File: config.mk
export PLATFORM = sky130hd
export DESIGN_NAME = fpstat_ctl_reg
export DESIGN_NICKNAME = d
export VERILOG_FILES = /design/src/rtl/fpsc_pkg.sv /design/src/rtl/fpsc_summary.sv /design/src/rtl/fpsc_cmd.sv /design/src/rtl/fpsc_merge.sv /design/src/rtl/fpstat_ctl_reg.sv
export SDC_FILE = /design/constraint.sdc
export NUM_CORES = 1
export LEC_CHECK = 0
export BUFFER_PORTS_ARGS = -buffer_cell sky130_fd_sc_hd__buf_4
export CORE_MARGIN = 3
export CORE_UTILIZATION = 49
export DETAILED_ROUTE_END_ITERATION = 16
export PLACE_DENSITY_LB_ADDON = 0.2
export SYNTH_ARGS = -nofsm -noshare
export SYNTH_HDL_FRONTEND = slang
export SYNTH_SLANG_ARGS = --single-unit
File: constraint.sdc
create_clock -name clk -period 2.6 [get_ports clk]
set_clock_uncertainty 0.1 [all_clocks]
set_input_delay 0.39 -clock clk [delete_from_list [all_inputs] [get_ports clk]]
set_output_delay 0.39 -clock clk [all_outputs]
set_load 0.1 [all_outputs]
File: src/rtl/fpsc_pkg.sv
package fpsc_pkg;
   localparam int FPSC_W = 32;

   // word positions (architectural bit n lives at 31-n)
   localparam int P_FX  = 31;
   localparam int P_FEX = 30;
   localparam int P_VX  = 29;
   localparam int P_OX  = 28;
   localparam int P_UX  = 27;
   localparam int P_ZX  = 26;
   localparam int P_XX  = 25;
   localparam int P_VE  = 7;
   localparam int P_OE  = 6;
   localparam int P_UE  = 5;
   localparam int P_ZE  = 4;
   localparam int P_XE  = 3;

   localparam logic [FPSC_W-1:0] M_INVALID = 32'h01F8_0700;
   localparam logic [FPSC_W-1:0] M_EXCEPT  = 32'h1FF8_0700;
   localparam logic [FPSC_W-1:0] M_DERIVED = 32'h6000_0000;
   localparam logic [FPSC_W-1:0] M_RSVD    = 32'h0000_0800;
   localparam logic [FPSC_W-1:0] M_STORE   = ~(M_DERIVED | M_RSVD);
   localparam logic [FPSC_W-1:0] M_ENABLES = 32'h0000_00F8;
endpackage

File: src/rtl/fpsc_summary.sv
module fpsc_summary
   import fpsc_pkg::*;
#(
   parameter int WORD_W = FPSC_W
) (
   input  logic [WORD_W-1:0] word,
   output logic              vx,
   output logic              fex
);
   generate
      if (WORD_W != FPSC_W) begin : g_bad_w
         $error("fpsc_summary: WORD_W must be 32");
      end
   endgenerate

   logic [4:0] pair;

   always_comb begin
      vx      = |(word & M_INVALID);
      pair[0] = vx & word[P_VE];
      pair[1] = word[P_OX] & word[P_OE];
      pair[2] = word[P_UX] & word[P_UE];
      pair[3] = word[P_ZX] & word[P_ZE];
      pair[4] = word[P_XX] & word[P_XE];
      fex     = |pair;
   end
endmodule

File: src/rtl/fpsc_cmd.sv
module fpsc_cmd
   import fpsc_pkg::*;
#(
   parameter int WORD_W = FPSC_W,
   localparam int IDX_W = $clog2(WORD_W)
) (
   input  logic [WORD_W-1:0] cur,
   input  logic              wr_en,
   input  logic [WORD_W-1:0] wr_data,
   input  logic              set_en,
   input  logic              clr_en,
   input  logic [IDX_W-1:0]  bit_idx,
   output logic [WORD_W-1:0] sw_word,
   output logic [WORD_W-1:0] set_rise
);
   generate
      if (WORD_W != FPSC_W) begin : g_bad_w
         $error("fpsc_cmd: WORD_W must be 32");
      end
   endgenerate

   logic do_set, do_clr;
   assign do_set = set_en & ~wr_en;
   assign do_clr = clr_en & ~set_en & ~wr_en;

   for (genvar p = 0; p < WORD_W; p++) begin : g_bit
      if (M_STORE[p]) begin : g_cell
         logic hit;
         assign hit = (bit_idx == IDX_W'(WORD_W - 1 - p));
         always_comb begin
            if (wr_en)               sw_word[p] = wr_data[p];
            else if (do_set && hit)  sw_word[p] = 1'b1;
            else if (do_clr && hit)  sw_word[p] = 1'b0;
            else                     sw_word[p] = cur[p];
         end
         if (M_EXCEPT[p]) begin : g_rise
            assign set_rise[p] = do_set & hit & ~cur[p];
         end else begin : g_norise
            assign set_rise[p] = 1'b0;
         end
      end else begin : g_fixed
         assign sw_word[p]  = 1'b0;
         assign set_rise[p] = 1'b0;
      end
   end
endmodule

File: src/rtl/fpsc_merge.sv
module fpsc_merge
   import fpsc_pkg::*;
#(
   parameter int WORD_W    = FPSC_W,
   parameter bit REPORT_EN = 1'b1
) (
   input  logic [WORD_W-1:0] sw_word,
   input  logic [WORD_W-1:0] set_rise,
   input  logic              rpt_en,
   input  logic [WORD_W-1:0] rpt_mask,
   output logic [WORD_W-1:0] nxt_word
);
   logic [WORD_W-1:0] rpt_bits;

   generate
      if (WORD_W != FPSC_W) begin : g_bad_w
         $error("fpsc_merge: WORD_W must be 32");
      end
      if (REPORT_EN) begin : g_rpt
         assign rpt_bits = rpt_en ? (rpt_mask & M_EXCEPT) : '0;
      end else begin : g_norpt
         assign rpt_bits = '0;
      end
   endgenerate

   logic [WORD_W-1:0] merged;
   logic              any_rise;

   always_comb begin
      merged   = sw_word | rpt_bits;
      any_rise = |(rpt_bits & ~sw_word) | (|set_rise);
      nxt_word = merged;
      nxt_word[P_FX] = merged[P_FX] | any_rise;
   end
endmodule

File: src/rtl/fpstat_ctl_reg.sv
module fpstat_ctl_reg
   import fpsc_pkg::*;
#(
   parameter int                 WORD_W     = FPSC_W,
   parameter logic [FPSC_W-1:0]  RESET_WORD = '0,
   parameter bit                 REPORT_EN  = 1'b1,
   localparam int                IDX_W      = $clog2(WORD_W)
) (
   input  logic              clk,
   input  logic              rst_n,
   input  logic              wr_en,
   input  logic [WORD_W-1:0] wr_data,
   input  logic              set_en,
   input  logic              clr_en,
   input  logic [IDX_W-1:0]  bit_idx,
   input  logic              rpt_en,
   input  logic [WORD_W-1:0] rpt_mask,
   output logic [WORD_W-1:0] rd_data,
   output logic [1:0]        round_mode,
   output logic              exc_req
);
   generate
      if (WORD_W != FPSC_W) begin : g_bad_w
         $error("fpstat_ctl_reg: WORD_W must be 32");
      end
      if ((RESET_WORD & ~M_STORE) != '0) begin : g_bad_rst
         $error("fpstat_ctl_reg: RESET_WORD sets derived or reserved bits");
      end
   endgenerate

   logic [WORD_W-1:0] state_q, sw_word, set_rise, nxt_word;
   logic              vx, fex;

   fpsc_cmd #(.WORD_W(WORD_W)) u_cmd (
      .cur      (state_q),
      .wr_en    (wr_en),
      .wr_data  (wr_data),
      .set_en   (set_en),
      .clr_en   (clr_en),
      .bit_idx  (bit_idx),
      .sw_word  (sw_word),
      .set_rise (set_rise)
   );

   fpsc_merge #(.WORD_W(WORD_W), .REPORT_EN(REPORT_EN)) u_merge (
      .sw_word  (sw_word),
      .set_rise (set_rise),
      .rpt_en   (rpt_en),
      .rpt_mask (rpt_mask),
      .nxt_word (nxt_word)
   );

   always_ff @(posedge clk) begin
      if (!rst_n) state_q <= RESET_WORD;
      else        state_q <= nxt_word & M_STORE;
   end

   fpsc_summary #(.WORD_W(WORD_W)) u_sum (
      .word (state_q),
      .vx   (vx),
      .fex  (fex)
   );

   always_comb begin
      rd_data        = state_q & M_STORE;
      rd_data[P_VX]  = vx;
      rd_data[P_FEX] = fex;
   end
   assign round_mode = rd_data[1:0];
   assign exc_req    = fex;

   // a set command (no write) lands at position 31-idx
   a_r2_set_lands: assert property (@(posedge clk) disable iff (!rst_n)
      (set_en && !wr_en && M_STORE[WORD_W-1-bit_idx]) |=>
         rd_data[WORD_W-1-$past(bit_idx)]);

   // commands on derived or reserved bits leave the word as it was
   a_r5_derived_cmd_inert: assert property (@(posedge clk) disable iff (!rst_n)
      ((set_en || clr_en) && !wr_en && !rpt_en && !M_STORE[WORD_W-1-bit_idx])
         |=> $stable(rd_data));

   // full write without a report stores every storable bit as given
   a_r6_write_stores: assert property (@(posedge clk) disable iff (!rst_n)
      (wr_en && !rpt_en) |=>
         ((rd_data & M_STORE) == ($past(wr_data) & M_STORE)));

   // reported exception flags are present next cycle
   a_r7_report_sticks: assert property (@(posedge clk) disable iff (!rst_n)
      rpt_en |=> ((rd_data & $past(rpt_mask) & M_EXCEPT) ==
                  ($past(rpt_mask) & M_EXCEPT)));

   // FX holds unless cleared or overwritten
   a_r8_fx_sticky: assert property (@(posedge clk) disable iff (!rst_n)
      (rd_data[P_FX] && !wr_en &&
       !(clr_en && !set_en && bit_idx == IDX_W'(0))) |=> rd_data[P_FX]);

   // with every enable low no request can be raised
   a_r4_no_enable_no_req: assert property (@(posedge clk) disable iff (!rst_n)
      ((rd_data & M_ENABLES) == '0) |-> !exc_req);

   // reserved position reads 0
   a_r5_rsvd_zero: assert property (@(posedge clk) disable iff (!rst_n)
      (rd_data & M_RSVD) == '0);
endmodule

* Yosys cells after proc, flatten, opt, wreduce, memory -nomap -nowiden *
Index checks and enable logic that the tools add are counted.

word-level totals
  register bits = 29
  input port bits = 75

cells by class
  equality and inequality tests = 28
  multiplexer cells = 88
  bitwise logic cells = 54
  reductions and logical operators = 63

operators by type and width
  cell                                                              number
  1-bit 2-to-1 mux                                                  87
  5-bit == test (second input constant)                             15
  1-bit logical AND                                                 58
  5-bit by 4-bit == test with 1-bit output (second input constant)  8
  1-bit bitwise AND                                                 34
  32-bit bitwise AND                                                1
  32-bit inverter                                                   1
  32-bit OR                                                         1
  32-bit OR reduction                                               1
  29-bit 2-to-1 mux                                                 1
  5-bit by 3-bit == test with 1-bit output (second input constant)  4
  1-bit inverter                                                    15
  13-bit OR reduction                                               1
  9-bit OR reduction                                                1
  5-bit by 2-bit == test with 1-bit output (second input constant)  1
  5-bit zero test                                                   1
  5-bit OR reduction                                                1
  1-bit OR                                                          2

* Depth between registers and ports, before layout *
  word-level depth = 12
  mapped depth = 8
  depth with buffers taken out = 6

* By module *
Synthesis repeated with hierarchy kept, for this count alone.

second synthesis, totals
  cell total of the unflattened synthesis = 332
  area total of the unflattened synthesis = 2,698.8 sq um

by module, submodules not included
  module          instances  cells an instance  area each (sq um)  seq. area each (sq um)
  fpsc_cmd        1          195                1,357.6            0.0
  fpstat_ctl_reg  1          67                 863.3              580.6
  fpsc_merge      1          62                 431.7              0.0
  fpsc_summary    1          8                  46.3               0.0

* Least setup slack after synthesis *
Ideal clock, no wire load.

  kind = register to output
  from = register state_q[21]
  to = output port rd_data[30]
  arrival time = 2.546 ns
  required time = 2.110 ns
  path slack = -0.436 ns
  cell stages (with the launch flop) = 6
  path buffers = 1
  path through = dfxtp_1 -> nor4_1 -> nand3_1 -> nand2_1 -> nand3_1 -> buf_4

between the ends
  word-level cells in the longest chain between the ends = 3

RTL lines
  item                    line                  RTL
  from (decl)             fpstat_ctl_reg.sv:31  logic [WORD_W-1:0] state_q, sw_word, set_rise, nxt_word;
  from (signal assigned)  fpstat_ctl_reg.sv:55  else state_q <= nxt_word & M_STORE;
  9-bit OR reduction      fpsc_summary.sv:19    vx = |(word & M_INVALID);
  via u_sum.vx            fpsc_summary.sv:7     output logic vx,
  1-bit bitwise AND       fpsc_summary.sv:20    pair[0] = vx & word[P_VE];
  5-bit OR reduction      fpsc_summary.sv:25    fex = |pair;
  to (decl)               fpstat_ctl_reg.sv:18  output logic [WORD_W-1:0] rd_data,

The timed path passes the listed nets, and every way through them passes these cells.

* Worst setup path after layout *
  from = register state_q[21]
  to = output port exc_req

between the ends
  word-level cells in the longest chain between the ends = 3

RTL lines
  item                line                  RTL
  9-bit OR reduction  fpsc_summary.sv:19
  1-bit bitwise AND   fpsc_summary.sv:20
  5-bit OR reduction  fpsc_summary.sv:25
  to (decl)           fpstat_ctl_reg.sv:20  output logic exc_req

Every way passes these cells.

==> metrics.cfg <==
[status]
outcome=finished clean

[pwr]
cellPowerDensity_mw_per_mm2=586
p_leak_uw=0.00120
peakVddDrop_mv=0.274

[final_layout]
fin_cells=413
largest-register=state_q
drive_gt1_share_pct=29.5
top_regs=state_q (29)
post-route-util_pct=69.7
largest_reg_flops=29
antennaDiodeCount=0
final_nets=437
area_growth_pct=33.6

[cts]
cts_tree=yes
insertion_delay_ps=280
clock-root-buffer=clkbuf_8
clkTransAtPathRegs_ps=70
postCtsResizedCells=0
cts_max_level=2
ctsHoldBuffers=0
clock-sinks=29
clk_path_buf_depth=2
post-cts-setup-buffers=0
numCtsBuffers=5

[route]
drt_iter0_markers=215
ant_nets=0
drc=0
num_vias=2570
wl_per_cell_um=18.2
first_pass_iters=5
drt_wl_total_um=7530
drt-vias-per-instance=6.22

[placed_design]
numPlacedInstances=405
dp_hpwl_um=5650
port_buffers=86
routabilityCongestion=0.933

[timing]
clock.fmax_mhz=489
hold_viol=0
finalSetupViolCount=0
fin_crit_sh_pct=78.7
rsz0062_at_grt=false
finalCriticalPeriod_ps=2050
setup_tns_ps=0
drv_slew=0
worst_hold_slack_ps=274

[yosys]
synth_xor_area_share_pct=0
yosys_warnings=0
async_flop_share_pct=0
syn_area_per_cell_sq_um=7.43
synth_top_cell_by_area=dfxtp_1
synth_area_sq_mm=0.00215
syn-num-nets=364
synth_compound_area_share_pct=34.8
synth_flop_cell=dfxtp_1
synth_mux_area_share_pct=1.92
synth_seq_cells=29
synth_top_family_by_area=compound AO/OA/AOI/OAI gates
synth_edf_count=0
synthSimpleGateAreaFrac_pct=27.2
syn_inst=289
yosys.area.top_type_share_pct=27.0
synth_area_leaders=dfxtp_1, o21ai_0, a22oi_1
ys_types=57
synth_fa_ha_area_share_pct=0
yosysSeqAreaShare_pct=27.0

[global_routing]
grt_pass1_vias=2353
grt_pass1_wl_um=11700
grt_antenna_before_repair=0
top_usage_layer=met2
grt_max_degree=32
global_route.usage.met1_pct=41.3
use_met3_pct=5.54
grt_usage_pct=28.7
overflow=0
use_met2_pct=43.5

[die]
core-area_sq_mm=0.00412
die_w_um=72.2
pin_count=110
die_y_um=72.2
rows=23
die_area_sq_mm=0.00522
initial_utilization_pct=52.2

[worst_setup_path]
cp_max_fo=4
crit_path_start_kind=flop
critical_path.endpoint_type=primary output
crit_type=flop to primary output
cp.required_ps=2110
worstPathArrival_ps=1560

[min_path]
hold_path.class=input pin to flop

[job]
cap_violations=0

## worst max-delay path: stages (launching register included)
cell and delay [ps]:
dfxtp_1 350, nor4_1 290, nand3_1 150, nand2_1 150
nand3_4 80, buf_4 250
## synthesized netlist by cell type, types with 4 or more instances
cell type,instances
o21ai_0,44
nor2b_1,5
nor2_1,10
o2111ai_1,4
nand2_1,20
clkbuf_1,10
a21oi_1,12
nand3_1,14
dfxtp_1,29
or3_1,6
buf_4,8
and3_1,4
nor3_1,4
a31oi_1,15
a22oi_1,14
nand2b_1,7
inv_1,11
and2_1,10
## report_power, final
group          switching [uW]  internal [uW]  leakage [uW]
Combinational             494            187      0.000897
Sequential               33.5            479      0.000242
Clock                     176            312     0.0000585
## final cells by class
| cell class | count | area [sq um] |
|---|---|---|
| Multi-Input combinational cell | 224 | 1390 |
| Sequential cell | 29 | 581 |
| Clock buffer | 7 | 86.3 |
| Fill cell | 370 | 1240 |
| Timing Repair Buffer | 90 | 676 |
| Clock inverter | 1 | 30.0 |
| Tap cell | 50 | 62.6 |
| Inverter | 12 | 45.0 |
## through the flow
stage	power (uW)	setup slack, ps	area, sq um
after global placement	1190	407	2750
after detailed placement	1200	382	2750
after floorplan	1010	69.6	2160
after CTS	1680	553	2870
after global routing	1740	446	2870
final	1680	553	2870
## cells in the final DEF (no fill, tap or decap), types with 4 or more instances in the layout
cell,instances
a21oi_1,12
a22oi_1,14
a31oi_1,15
and2_1,10
and3_1,4
buf_4,90
clkbuf_8,6
dfxtp_1,29
inv_1,11
nand2_1,20
nand2b_1,7
nand3_1,13
nor2_1,10
nor2b_1,5
nor3_1,4
o2111ai_1,4
o21ai_0,44
or3_1,6
## routing by layer
metal  part of all wire, %  up-vias  wire length, um
li1                      -     1235                -
met1                    43     1182             3260
met2                    46      139             3430
met3                   9.9       14              748
met4                   1.2        0               88
met5                     0        -                0
## cells by family (layout without fill, tap and decap cells)
logic type             after synthesis  in the layout
AOI/OAI and AO/OA                  118            118
and+or+nand+nor                    101            101
buffers and inverters               36            110
DFF                                 29             29
muxes                                4              4
other                                1              1
## worst paths after layout
| path | slack (ps) | startpoint | cells past startpoint | end |
|---|---|---|---|---|
| worst max register to register | 890 | state_q[24]$_SDFF_PN0_ | 6 | state_q[31]$_SDFF_PN0_ |
| worst min-delay path | 270 | wr_data[0] | 3 | state_q[0]$_SDFF_PN0_ |
| worst max-delay path | 550 | state_q[21]$_SDFF_PN0_ | 5 | exc_req |
| worst min register to register | 380 | state_q[12]$_SDFF_PN0_ | 2 | state_q[12]$_SDFF_PN0_ |
(Power assumes the default switching activity.)
